### src/rtl/irqg_pkg.sv
package irqg_pkg;

    typedef enum logic [1:0] {
        SRC_OFF     = 2'd0,
        SRC_ARMED   = 2'd1,
        SRC_PENDING = 2'd2
    } src_state_t;

    typedef enum logic {
        IRQ_IDLE   = 1'b0,
        IRQ_RAISED = 1'b1
    } irq_state_t;

endpackage

### src/rtl/irqg_decode.sv
module irqg_decode #(
    parameter int               ADDR_W   = 5,
    parameter logic [ADDR_W-1:0] REG_ADDR = 5'h1E
) (
    input  logic [ADDR_W-1:0] addr,
    input  logic              wr_en,
    input  logic              rd_en,
    output logic              wr_hit,
    output logic              rd_hit
);
    logic sel;

    always_comb begin
        sel    = (addr == REG_ADDR);
        wr_hit = wr_en && sel;
        rd_hit = rd_en && sel;
    end
endmodule

### src/rtl/irqg_edge.sv
module irqg_edge #(
    parameter int WIDTH = 8
) (
    input  logic             clk,
    input  logic             rst_n,
    input  logic [WIDTH-1:0] din,
    output logic [WIDTH-1:0] rise
);
    logic [WIDTH-1:0] din_q;

    always_ff @(posedge clk or negedge rst_n) begin
        if (!rst_n) din_q <= '0;
        else        din_q <= din;
    end

    always_comb rise = din & ~din_q;
endmodule

### src/rtl/irqg_src_cell.sv
module irqg_src_cell
    import irqg_pkg::*;
(
    input  logic clk,
    input  logic rst_n,
    input  logic wr_hit,
    input  logic en_bit,
    input  logic rise,
    output logic enabled,
    output logic pending
);
    src_state_t state, state_nx;

    always_comb begin
        state_nx = state;
        unique case (state)
            SRC_OFF:     if (wr_hit && en_bit)  state_nx = SRC_ARMED;
            SRC_ARMED:   if (wr_hit && !en_bit) state_nx = SRC_OFF;
                         else if (rise)         state_nx = SRC_PENDING;
            SRC_PENDING: if (wr_hit && !en_bit) state_nx = SRC_OFF;
            default:                            state_nx = SRC_OFF;
        endcase
    end

    always_ff @(posedge clk or negedge rst_n) begin
        if (!rst_n) state <= SRC_OFF;
        else        state <= state_nx;
    end

    always_comb begin
        enabled = (state != SRC_OFF);
        pending = (state == SRC_PENDING);
    end
endmodule

### src/rtl/irqg_req_fsm.sv
module irqg_req_fsm
    import irqg_pkg::*;
#(
    parameter int WIDTH = 8
) (
    input  logic             clk,
    input  logic             rst_n,
    input  logic [WIDTH-1:0] pending,
    output logic             irq
);
    irq_state_t state, state_nx;
    logic       any_pend;

    always_comb begin
        any_pend = |pending;
        state_nx = state;
        unique case (state)
            IRQ_IDLE:   if (any_pend)  state_nx = IRQ_RAISED;
            IRQ_RAISED: if (!any_pend) state_nx = IRQ_IDLE;
            default:                   state_nx = IRQ_IDLE;
        endcase
    end

    always_ff @(posedge clk or negedge rst_n) begin
        if (!rst_n) state <= IRQ_IDLE;
        else        state <= state_nx;
    end

    always_comb irq = (state == IRQ_RAISED);
endmodule

### src/rtl/irq_gather_reg.sv
module irq_gather_reg #(
    parameter int                 NUM_SRC    = 8,
    parameter int                 ADDR_W     = 5,
    parameter logic [ADDR_W-1:0]  REG_ADDR   = 5'h1E,
    parameter logic [NUM_SRC-1:0] VALID_MASK = 8'h3F
) (
    input  logic               clk,
    input  logic               rst_n,
    input  logic [ADDR_W-1:0]  addr,
    input  logic               wr_en,
    input  logic               rd_en,
    input  logic [NUM_SRC-1:0] wdata,
    output logic [NUM_SRC-1:0] rdata,
    input  logic [NUM_SRC-1:0] src_in,
    output logic               irq
);
    logic               wr_hit, rd_hit;
    logic [NUM_SRC-1:0] rise, enable, pending;

    irqg_decode #(.ADDR_W(ADDR_W), .REG_ADDR(REG_ADDR)) i_decode (
        .addr(addr), .wr_en(wr_en), .rd_en(rd_en),
        .wr_hit(wr_hit), .rd_hit(rd_hit)
    );

    irqg_edge #(.WIDTH(NUM_SRC)) i_edge (
        .clk(clk), .rst_n(rst_n), .din(src_in), .rise(rise)
    );

    for (genvar i = 0; i < NUM_SRC; i++) begin : g_src
        if (VALID_MASK[i]) begin : g_fit
            irqg_src_cell i_cell (
                .clk(clk), .rst_n(rst_n), .wr_hit(wr_hit),
                .en_bit(wdata[i]), .rise(rise[i]),
                .enabled(enable[i]), .pending(pending[i])
            );
        end else begin : g_absent
            assign enable[i]  = 1'b0;
            assign pending[i] = 1'b0;
        end
    end

    irqg_req_fsm #(.WIDTH(NUM_SRC)) i_req (
        .clk(clk), .rst_n(rst_n), .pending(pending), .irq(irq)
    );

    always_comb rdata = rd_hit ? (pending & VALID_MASK) : '0;
endmodule

### config.mk
export PLATFORM = sky130hd
export DESIGN_NAME = irq_gather_reg
export DESIGN_NICKNAME = d
export VERILOG_FILES = /design/src/rtl/irqg_pkg.sv /design/src/rtl/irqg_decode.sv /design/src/rtl/irqg_edge.sv /design/src/rtl/irqg_src_cell.sv /design/src/rtl/irqg_req_fsm.sv /design/src/rtl/irq_gather_reg.sv
export SDC_FILE = /design/constraint.sdc
export NUM_CORES = 1
export LEC_CHECK = 0
export CAP_MARGIN = 20
export CORE_ASPECT_RATIO = 0.9
export CORE_MARGIN = 2
export CORE_UTILIZATION = 45
export CTS_CLUSTER_SIZE = 8
export DETAILED_ROUTE_END_ITERATION = 8
export DONT_BUFFER_PORTS = 1
export HOLD_SLACK_MARGIN = 0.02
export PLACE_DENSITY = 0.61
export SYNTH_ARGS = -nofsm -noshare
export SYNTH_HDL_FRONTEND = slang
export SYNTH_HIERARCHICAL = 1
export SYNTH_SLANG_ARGS = --single-unit
### constraint.sdc
create_clock -name clk -period 1.7 [get_ports clk]
set_clock_uncertainty 0.05 [all_clocks]
set_input_delay 0.085 -clock clk [delete_from_list [all_inputs] [get_ports clk]]
set_output_delay 0.085 -clock clk [all_outputs]
set_load 0.01 [all_outputs]
==> results.sh, run 1 <==
export IMPL_grt_remaining_overflow=0
export IMPL_finalWorstSetupSlack_ns=0.380
export IMPL_arrival_ns=1.18
export IMPL_ir_worst_vdd_uv=622
export IMPL_dieArea_um2=2600
export IMPL_crit_path_max_incr_delay_ns=0.46
export IMPL_fmax_mhz=758
export IMPL_crit_slowest_cell="dfrtp_1"
export IMPL_cts_max_level=1
export IMPL_grt_start_max_net_pins=20
export IMPL_grt_pass1_wl_um=2820
export IMPL_yosys_warnings=6
export IMPL_start_util_pct=46.4
export IMPL_groute_usage_overall_pct=15.2
export IMPL_first_global_vias=633
export IMPL_design_area_um2=1190
export IMPL_antenna_found_initial=0
export IMPL_p_leak_uw=0.000484
export IMPL_fill_cells=204
export IMPL_fin_cells=124
export IMPL_path_cells="and2b_1 > and2_1"
export IMPL_synthesis_area_um2=995
export IMPL_multiInputGateArea_um2=515
export IMPL_drtIter0Drc=3
export IMPL_worst_pin_slew_ns=0.850
export IMPL_startpoint_type="register"
export IMPL_drc_errors=0
export IMPL_min_period_ns=1.32
export IMPL_crit_type="reg2out"
export IMPL_regArea_um2=475
export IMPL_fin_setup_tns_ns=0
export IMPL_total_power_uw=1110
export IMPL_powerDensity_nw_per_um2=937
export IMPL_finalHoldViolations=0
export IMPL_drtPass1Iterations=4
export IMPL_synthCells=78
export IMPL_clock_latency_ns=0.30
export IMPL_syn_area_per_cell_um2=12.8
export IMPL_clock_root_buffer="clkbuf_4"
export IMPL_top_usage_layer="met2"
export IMPL_grt_use_met2_pct=23.7
export IMPL_die_h_um=48.6
export IMPL_place_area_um2=1030
export IMPL_crit_fanout=5
export IMPL_core_area_um2=2140
export IMPL_cp_required_ns=1.56
export IMPL_wl_um=1660
export IMPL_syn2layout_area_growth_pct=19.6
export IMPL_setup_viol=0
export IMPL_cp_end_kind="output pin"
export IMPL_num_nets_final=123
export IMPL_cap_violations=0
export IMPL_hold_class="in2reg"
export IMPL_gp_congestion=0.616
export IMPL_cts_buffers=3
export IMPL_vias_per_cell=5.15
export IMPL_grt_use_met1_pct=18.7
export IMPL_ios=34
export IMPL_vias=638
export IMPL_status="completed"
export IMPL_clk_pin_slew_ns=0.11
export IMPL_max_slew_margin_pct=43.2
export IMPL_dpl_worst_slack_ns=0.521
export IMPL_cts_path_max_buffers=2
export IMPL_cts_tree="yes"
export IMPL_ant_nets=0
export IMPL_wl_per_cell_um=13.4
export IMPL_met3_usage_pct=6.48
export IMPL_fp_dieW_um=53.6
export IMPL_diodes=0
export IMPL_grt_setup_unrepaired="no"
export IMPL_clock_sinks=19
export IMPL_dp_hpwl_um=1190
export IMPL_portBuffers=0
export IMPL_finalMaxSlewViolations=0
export IMPL_dp_cells=107
export IMPL_core_rowCount=16
export IMPL_drive_above_1_share_pct=30.9
export IMPL_fin_crit_sh_pct=77.6
## timing repair
action | in CTS | in global routing
endpoints found under the hold margin | 37 | 0
setup buffers | 0 | 0
resized for setup | 0 | 0
hold buffers | 13 | 0
## cell type report
| type | count | area share, % |
|---|---|---|
| multi-input combinational | 60 | 43.3 |
| sequential | 19 | 40.0 |
| timing repair buffer | 14 | 11.6 |
| clock buffer | 3 | 1.89 |
| tap | 27 | 2.84 |
| clock inverter | 1 | 0.421 |
## layout by cell type (no fill, tap or decap)
master         instances
dlygate4sd3_1         13
nor2b_4               12
nand2b_4               1
nor4_1                 2
nand2_1                1
nor2_2                 6
clkbuf_4               3
conb_1                 4
and2b_1                6
a21oi_1                6
dfrtp_1               19
buf_4                  1
and2_1                 6
a211oi_1               6
a2111oi_2              6
clkinv_2               1
nand4_1                2
nor2_1                 2
## routing by layer
metal | part of all wire (%) | vias to the layer above
met2 | 49 | 15
met1 | 45 | 310
li1 | - | 311
met5 | 0 | -
met3 | 4.6 | 2
met4 | 1.3 | 0
## critical path, delay by kind of cell (launching register included)
kind	cells	cell delay, ns
flip-flops	1	0.46
AND/OR/NAND/NOR	2	0.43
## through the flow
stage,hold WS (ns),util [%]
after global routing,0.209,55.5
after global placement,-0.260,48.2
after detailed placement,-0.260,48.2
final,0.213,55.5
after floorplan,-0.261,-
after CTS,0.194,55.5
## final timing paths
check                                                                 from                                         end  slack [ns]  depth (start not counted)
worst max-delay path            g_src[5].g_fit.i_cell/state[0]$_DFFE_PN0P_                                    rdata[5]        0.38                          2
worst min-delay path                                               addr[1]  g_src[5].g_fit.i_cell/state[0]$_DFFE_PN0P_        0.21                          5
worst max register to register  g_src[5].g_fit.i_cell/state[0]$_DFFE_PN0P_                         i_req/irq$_DFF_PN0_        0.48                          3
worst min register to register  g_src[5].g_fit.i_cell/state[1]$_DFFE_PN0P_  g_src[5].g_fit.i_cell/state[0]$_DFFE_PN0P_        0.43                          1
max in group asynchronous                                            rst_n  g_src[3].g_fit.i_cell/state[0]$_DFFE_PN0P_        0.80                          1
min in group asynchronous                                            rst_n                   i_edge/din_q[1]$_DFF_PN0_        0.27                          1
## sequential cells by signal, summed over array words and instances, names as in the netlist
register,flops
i_req/irq,1
i_edge/din_q,6
g_src.g_fit.i_cell/state,12
## where the power goes
part	switching (uW)	leakage, uW	total, uW	internal (uW)
combinational	111	0.000228	245	134
sequential	103	0.000238	642	540
clock	139	0.0000177	227	87.6
(Power assumes the default switching activity.)
==> run 2: changes to the inputs <==
PLACE_DENSITY = 0.63   (was 0.61)
clock period = 1.1 ns   (was 1.7 ns; I/O delays follow)
==> results.sh, run 2 (synthesis results as in run 1) <==
export IMPL_status="finished, violations left"
export IMPL_violations="negative setup slack"
export IMPL_cts_tree="yes"
export IMPL_startpoint_type="register"
export IMPL_start_util_pct=46.4
export IMPL_clk_pin_slew_ns=0.12
export IMPL_crit_type="reg2out"
export IMPL_die_h_um=48.6
export IMPL_hold_slack_ns=0.120
export IMPL_groute_usage_overall_pct=18.2
export IMPL_grt_pass1_wl_um=3350
export IMPL_gp_congestion=0.697
export IMPL_ios=34
export IMPL_cts_buffers=3
export IMPL_num_nets_final=137
export IMPL_mostFrequentLayoutCell="dfrtp_1"
export IMPL_largest_register_ffs=12
export IMPL_ir_worst_vdd_uv=1020
export IMPL_top_usage_layer="met2"
export IMPL_fin_crit_sh_pct=108
export IMPL_grt_setup_unrepaired="yes"
export IMPL_ant_nets=0
export IMPL_fill_cells=171
export IMPL_wl_um=1910
export IMPL_regArea_um2=475
export IMPL_fp_dieW_um=53.6
export IMPL_largest_register="g_src.g_fit.i_cell/state"
export IMPL_min_period_ns=1.19
export IMPL_r2r_end="i_req/irq$_DFF_PN0_"
export IMPL_hold_class="in2reg"
export IMPL_vias_per_cell=4.97
export IMPL_drive_above_1_share_pct=45.9
export IMPL_worst_pin_slew_ns=0.855
export IMPL_cts_max_level=1
export IMPL_vias=686
export IMPL_total_power_uw=2000
export IMPL_finalWorstSetupSlack_ns=-0.0853
export IMPL_holdPathEnd="g_src[2].g_fit.i_cell/state[0]$_DFFE_PN0P_"
export IMPL_first_global_vias=746
export IMPL_grt_remaining_overflow=0
export IMPL_hold_depth=5
export IMPL_grt_use_met1_pct=21.4
export IMPL_core_area_um2=2140
export IMPL_r2r_cells=4
export IMPL_wl_per_cell_um=13.8
export IMPL_dieArea_um2=2600
export IMPL_grt_use_met2_pct=29.8
export IMPL_fmax_mhz=844
export IMPL_portBuffers=0
export IMPL_p_leak_uw=0.000566
export IMPL_met3_usage_pct=6.48
export IMPL_finalMaxSlewViolations=0
export IMPL_clock_sinks=19
export IMPL_drtIter0Drc=8
export IMPL_diodes=0
export IMPL_antenna_found_initial=0
export IMPL_r2r_start="g_src[2].g_fit.i_cell/state[1]$_DFFE_PN0P_"
export IMPL_multiInputGateArea_um2=558
export IMPL_syn2layout_area_growth_pct=36.0
export IMPL_finalHoldViolations=0
export IMPL_powerDensity_nw_per_um2=1480
export IMPL_max_slew_margin_pct=42.8
export IMPL_cap_violations=0
export IMPL_fin_setup_tns_ns=-0.502
export IMPL_drtPass1Iterations=4
export IMPL_core_rowCount=16
export IMPL_drc_errors=0
export IMPL_hp_start="addr[1]"
export IMPL_layout_common_cells="19 x dfrtp_1, 14 x buf_4, 13 x dlygate4sd3_1, 12 x nor2b_4, 7 x nor2_2"
export IMPL_cp_required_ns=1.00
export IMPL_cp_end_kind="output pin"
export IMPL_clock_latency_ns=0.31
export IMPL_clock_root_buffer="clkbuf_4"
export IMPL_cts_path_max_buffers=2
export IMPL_setup_viol=7
export IMPL_crit_fanout=2
export IMPL_reg2reg_slack_ns=-0.04
export IMPL_grt_start_max_net_pins=20
export IMPL_arrival_ns=1.08
export IMPL_dp_hpwl_um=1330
[run 2: cell types whose count changed in the layout (fill, tap and decap cells not counted), sizes merged]
cell | before | now
buf | 1 | 15
clkinv | 1 | 0
clkinvlp | 0 | 1
[run 2: worst max path at each step]
| stage | endpoint | startpoint | cells past startpoint |
|---|---|---|---|
| floorplan | i_req/irq$_DFF_PN0_ | g_src[5].g_fit.i_cell/state[0]$_DFFE_PN0P_ | 3 |
| global placement | i_req/irq$_DFF_PN0_ | g_src[1].g_fit.i_cell/state[1]$_DFFE_PN0P_ | 3 |
| detailed placement | i_req/irq$_DFF_PN0_ | g_src[1].g_fit.i_cell/state[1]$_DFFE_PN0P_ | 3 |
| CTS | rdata[2] | g_src[2].g_fit.i_cell/state[0]$_DFFE_PN0P_ | 2 |
| global route | rdata[1] | g_src[1].g_fit.i_cell/state[0]$_DFFE_PN0P_ | 2 |
| finish | rdata[5] | g_src[5].g_fit.i_cell/state[0]$_DFFE_PN0P_ | 2 |
[run 2: power breakdown]
group / switching (uW) / internal [uW]
registers: 70.5 / 833
logic: 328 / 385
clock network: 240 / 139
[run 2: cell type report]
type / instances / share of cell area [%]
Timing Repair Buffer: 28 / 18.9
Multi-Input combinational cell: 60 / 41.3
Clock inverter: 1 / 0.555
Tap cell: 27 / 2.50
Clock buffer: 3 / 1.67
Sequential cell: 19 / 35.2
[run 2: worst max-delay path, cell delays in order (launching register included)]
cell     delay, ns
dfrtp_1       0.40
and2b_1       0.21
and2_4        0.16
[run 2: metrics by stage]
step	instance area (um^2)	setup WS (ns)	instances	util [%]
5_1_grt	1350	-0.149	138	63.1
3_5_place_dp	1140	0.0101	119	53.1
6_report	1350	-0.0853	138	63.1
4_1_cts	1340	-0.102	138	62.6
3_3_place_gp	1140	0.0342	119	53.1
2_1_floorplan	1010	0.0152	81	-
[run 2: per-layer routing]
layer	up-vias	part of all wire, %
met5	-	0
met4	0	1.4
met3	2	4.9
met2	20	51
met1	320	43
li1	344	-
[run 2: timing repair]
action | 4_1_cts | 5_1_grt
setup buffers | 2 | 1
hold buffers | 13 | 0
gates resized for setup | 7 | 1
endpoints found under the hold margin | 37 | 0
pin swaps | 0 | 1
endpoints found under the setup margin | 7 | 9
==> run 3: changes to the inputs <==
CTS_BUF_LIST = sky130_fd_sc_hd__clkbuf_4   (was not set)
PLACE_DENSITY = 0.62   (was 0.63)
==> results.sh, run 3 (synthesis results as in run 1) <==
export IMPL_hold_class="in2reg"
export IMPL_wl_per_cell_um=13.1
export IMPL_utilization_pct=63.6
export IMPL_total_power_uw=2030
export IMPL_endpoint="rdata[1]"
export IMPL_r2r_start="g_src[3].g_fit.i_cell/state[1]$_DFFE_PN0P_"
export IMPL_startpoint="g_src[1].g_fit.i_cell/state[0]$_DFFE_PN0P_"
export IMPL_grt_remaining_overflow=0
export IMPL_fin_cells=140
export IMPL_r2r_end="i_req/irq$_DFF_PN0_"
export IMPL_start_util_pct=46.4
export IMPL_p_sw_uw=613
export IMPL_clock_latency_ns=0.29
export IMPL_die_h_um=48.6
export IMPL_power_frac_seq_pct=44.5
export IMPL_place_area_um2=1100
export IMPL_first_global_vias=687
export IMPL_grt_pass1_wl_um=2960
export IMPL_vias=706
export IMPL_clkPwrFrac_pct=17.8
export IMPL_drc_errors=0
export IMPL_fin_crit_sh_pct=108
export IMPL_status="finished, violations left"
export IMPL_finalMaxSlewViolations=0
export IMPL_cts_buffers=3
export IMPL_wl_um=1830
export IMPL_cp_required_ns=1.00
export IMPL_syn2layout_area_growth_pct=37.0
export IMPL_drive_above_1_share_pct=48.7
export IMPL_finalWorstSetupSlack_ns=-0.0839
export IMPL_diodes=0
export IMPL_finalHoldViolations=0
export IMPL_groute_usage_overall_pct=15.8
export IMPL_drtIter0Drc=9
export IMPL_ir_worst_vdd_uv=999
export IMPL_layout_common_cells="19 x dfrtp_1, 17 x buf_4, 13 x dlygate4sd3_1, 12 x nor2b_4, 7 x nor2_2"
export IMPL_dieArea_um2=2600
export IMPL_violations="negative setup slack"
export IMPL_worst_pin_slew_ns=0.853
export IMPL_drtPass1Iterations=4
export IMPL_dp_cells=116
export IMPL_fp_dieW_um=53.6
export IMPL_fmax_mhz=845
export IMPL_dp_hpwl_um=1330
export IMPL_startpoint_type="register"
export IMPL_grt_setup_unrepaired="yes"
export IMPL_cts_path_max_buffers=2
export IMPL_min_period_ns=1.18
export IMPL_internal_power_uw=1420
export IMPL_crit_fanout=2
export IMPL_p_sw_share_pct=30.2
export IMPL_reg2reg_slack_ns=0
export IMPL_ios=34
export IMPL_portBuffers=0
export IMPL_core_area_um2=2140
export IMPL_cts_max_level=1
export IMPL_r2r_cells=4
export IMPL_mostFrequentLayoutCell="dfrtp_1"
export IMPL_design_area_um2=1360
export IMPL_clock_root_buffer="clkbuf_4"
export IMPL_max_slew_margin_pct=42.9
export IMPL_largest_register="g_src.g_fit.i_cell/state"
export IMPL_clk_pin_slew_ns=0.10
export IMPL_cp_end_kind="output pin"
export IMPL_arrival_ns=1.08
export IMPL_vias_per_cell=5.04
export IMPL_largest_register_ffs=12
export IMPL_cts_tree="yes"
export IMPL_gp_congestion=0.652
export IMPL_clock_sinks=19
export IMPL_num_nets_final=139
export IMPL_p_leak_uw=0.000579
export IMPL_core_rowCount=16
export IMPL_ant_nets=0
export IMPL_cap_violations=0
export IMPL_crit_type="reg2out"
export IMPL_antenna_found_initial=0
export IMPL_pwr_share_comb_pct=37.7
export IMPL_grt_start_max_net_pins=20
export IMPL_setup_viol=7
export IMPL_powerDensity_nw_per_um2=1490
run 3: cell count changes in the layout (fill, tap and decap cells not counted), sizes merged:
cell / change
clkinvlp: -1
clkbuf: +1
buf: +2
run 3: power groups by stage:
stage | Clock (uW) | Combinational (uW) | Sequential, uW
floorplan | 0 | 284 | 977
CTS | 382 | 703 | 902
global placement | 0 | 485 | 941
detailed placement | 0 | 502 | 947
global route | 413 | 842 | 923
finish | 361 | 766 | 903
run 3: worst min-delay path by stage:
| stage | endpoint | cells past startpoint | startpoint |
|---|---|---|---|
| after floorplan | g_src[0].g_fit.i_cell/state[0]$_DFFE_PN0P_ | 0 | rst_n |
| after global placement | i_edge/din_q[5]$_DFF_PN0_ | 0 | rst_n |
| after detailed placement | g_src[1].g_fit.i_cell/state[0]$_DFFE_PN0P_ | 0 | rst_n |
| after CTS | g_src[4].g_fit.i_cell/state[0]$_DFFE_PN0P_ | 5 | addr[1] |
| after global routing | g_src[2].g_fit.i_cell/state[0]$_DFFE_PN0P_ | 5 | addr[1] |
| final | g_src[0].g_fit.i_cell/state[0]$_DFFE_PN0P_ | 5 | addr[1] |
run 3: repair_timing:
| action | 4_1_cts | 5_1_grt |
|---|---|---|
| pin swaps | 0 | 1 |
| endpoints found under the hold margin | 37 | 0 |
| gates resized for setup | 7 | 3 |
| setup endpoints to repair | 7 | 9 |
| buffers inserted | 6 | 2 |
| hold buffers | 13 | 0 |
run 3: layer usage:
layer / vias up / wire length [um] / GRT usage (%)
met4: 0 / 22 / 4.27
met2: 19 / 906 / 26.5
li1: 346 / - / -
met1: 339 / 798 / 17.9
met3: 2 / 100 / 6.79
met5: - / 0 / 0
run 3: per-stage QoR:
step	hold slack, ns	setup TNS [ns]	setup slack [ns]
finish	0.157	-0.335	-0.0839
global route	0.158	-0.806	-0.134
CTS	0.144	-0.453	-0.0914
detailed placement	-0.290	-0.0282	-0.0282
global placement	-0.290	0	0.0109
floorplan	-0.291	0	0.0152
run 3: layout make-up:
type	instances	area (um^2)
clock buffers	4	30.0
fillers	186	779
repair buffers	30	258
multi-input cells	60	566
flip-flops and latches	19	475
well taps	27	33.8
run 3: critical path: stages, from the launching register on:
cell and delay [ns]:
dfrtp_1 0.39, and2b_2 0.24, and2_4 0.16
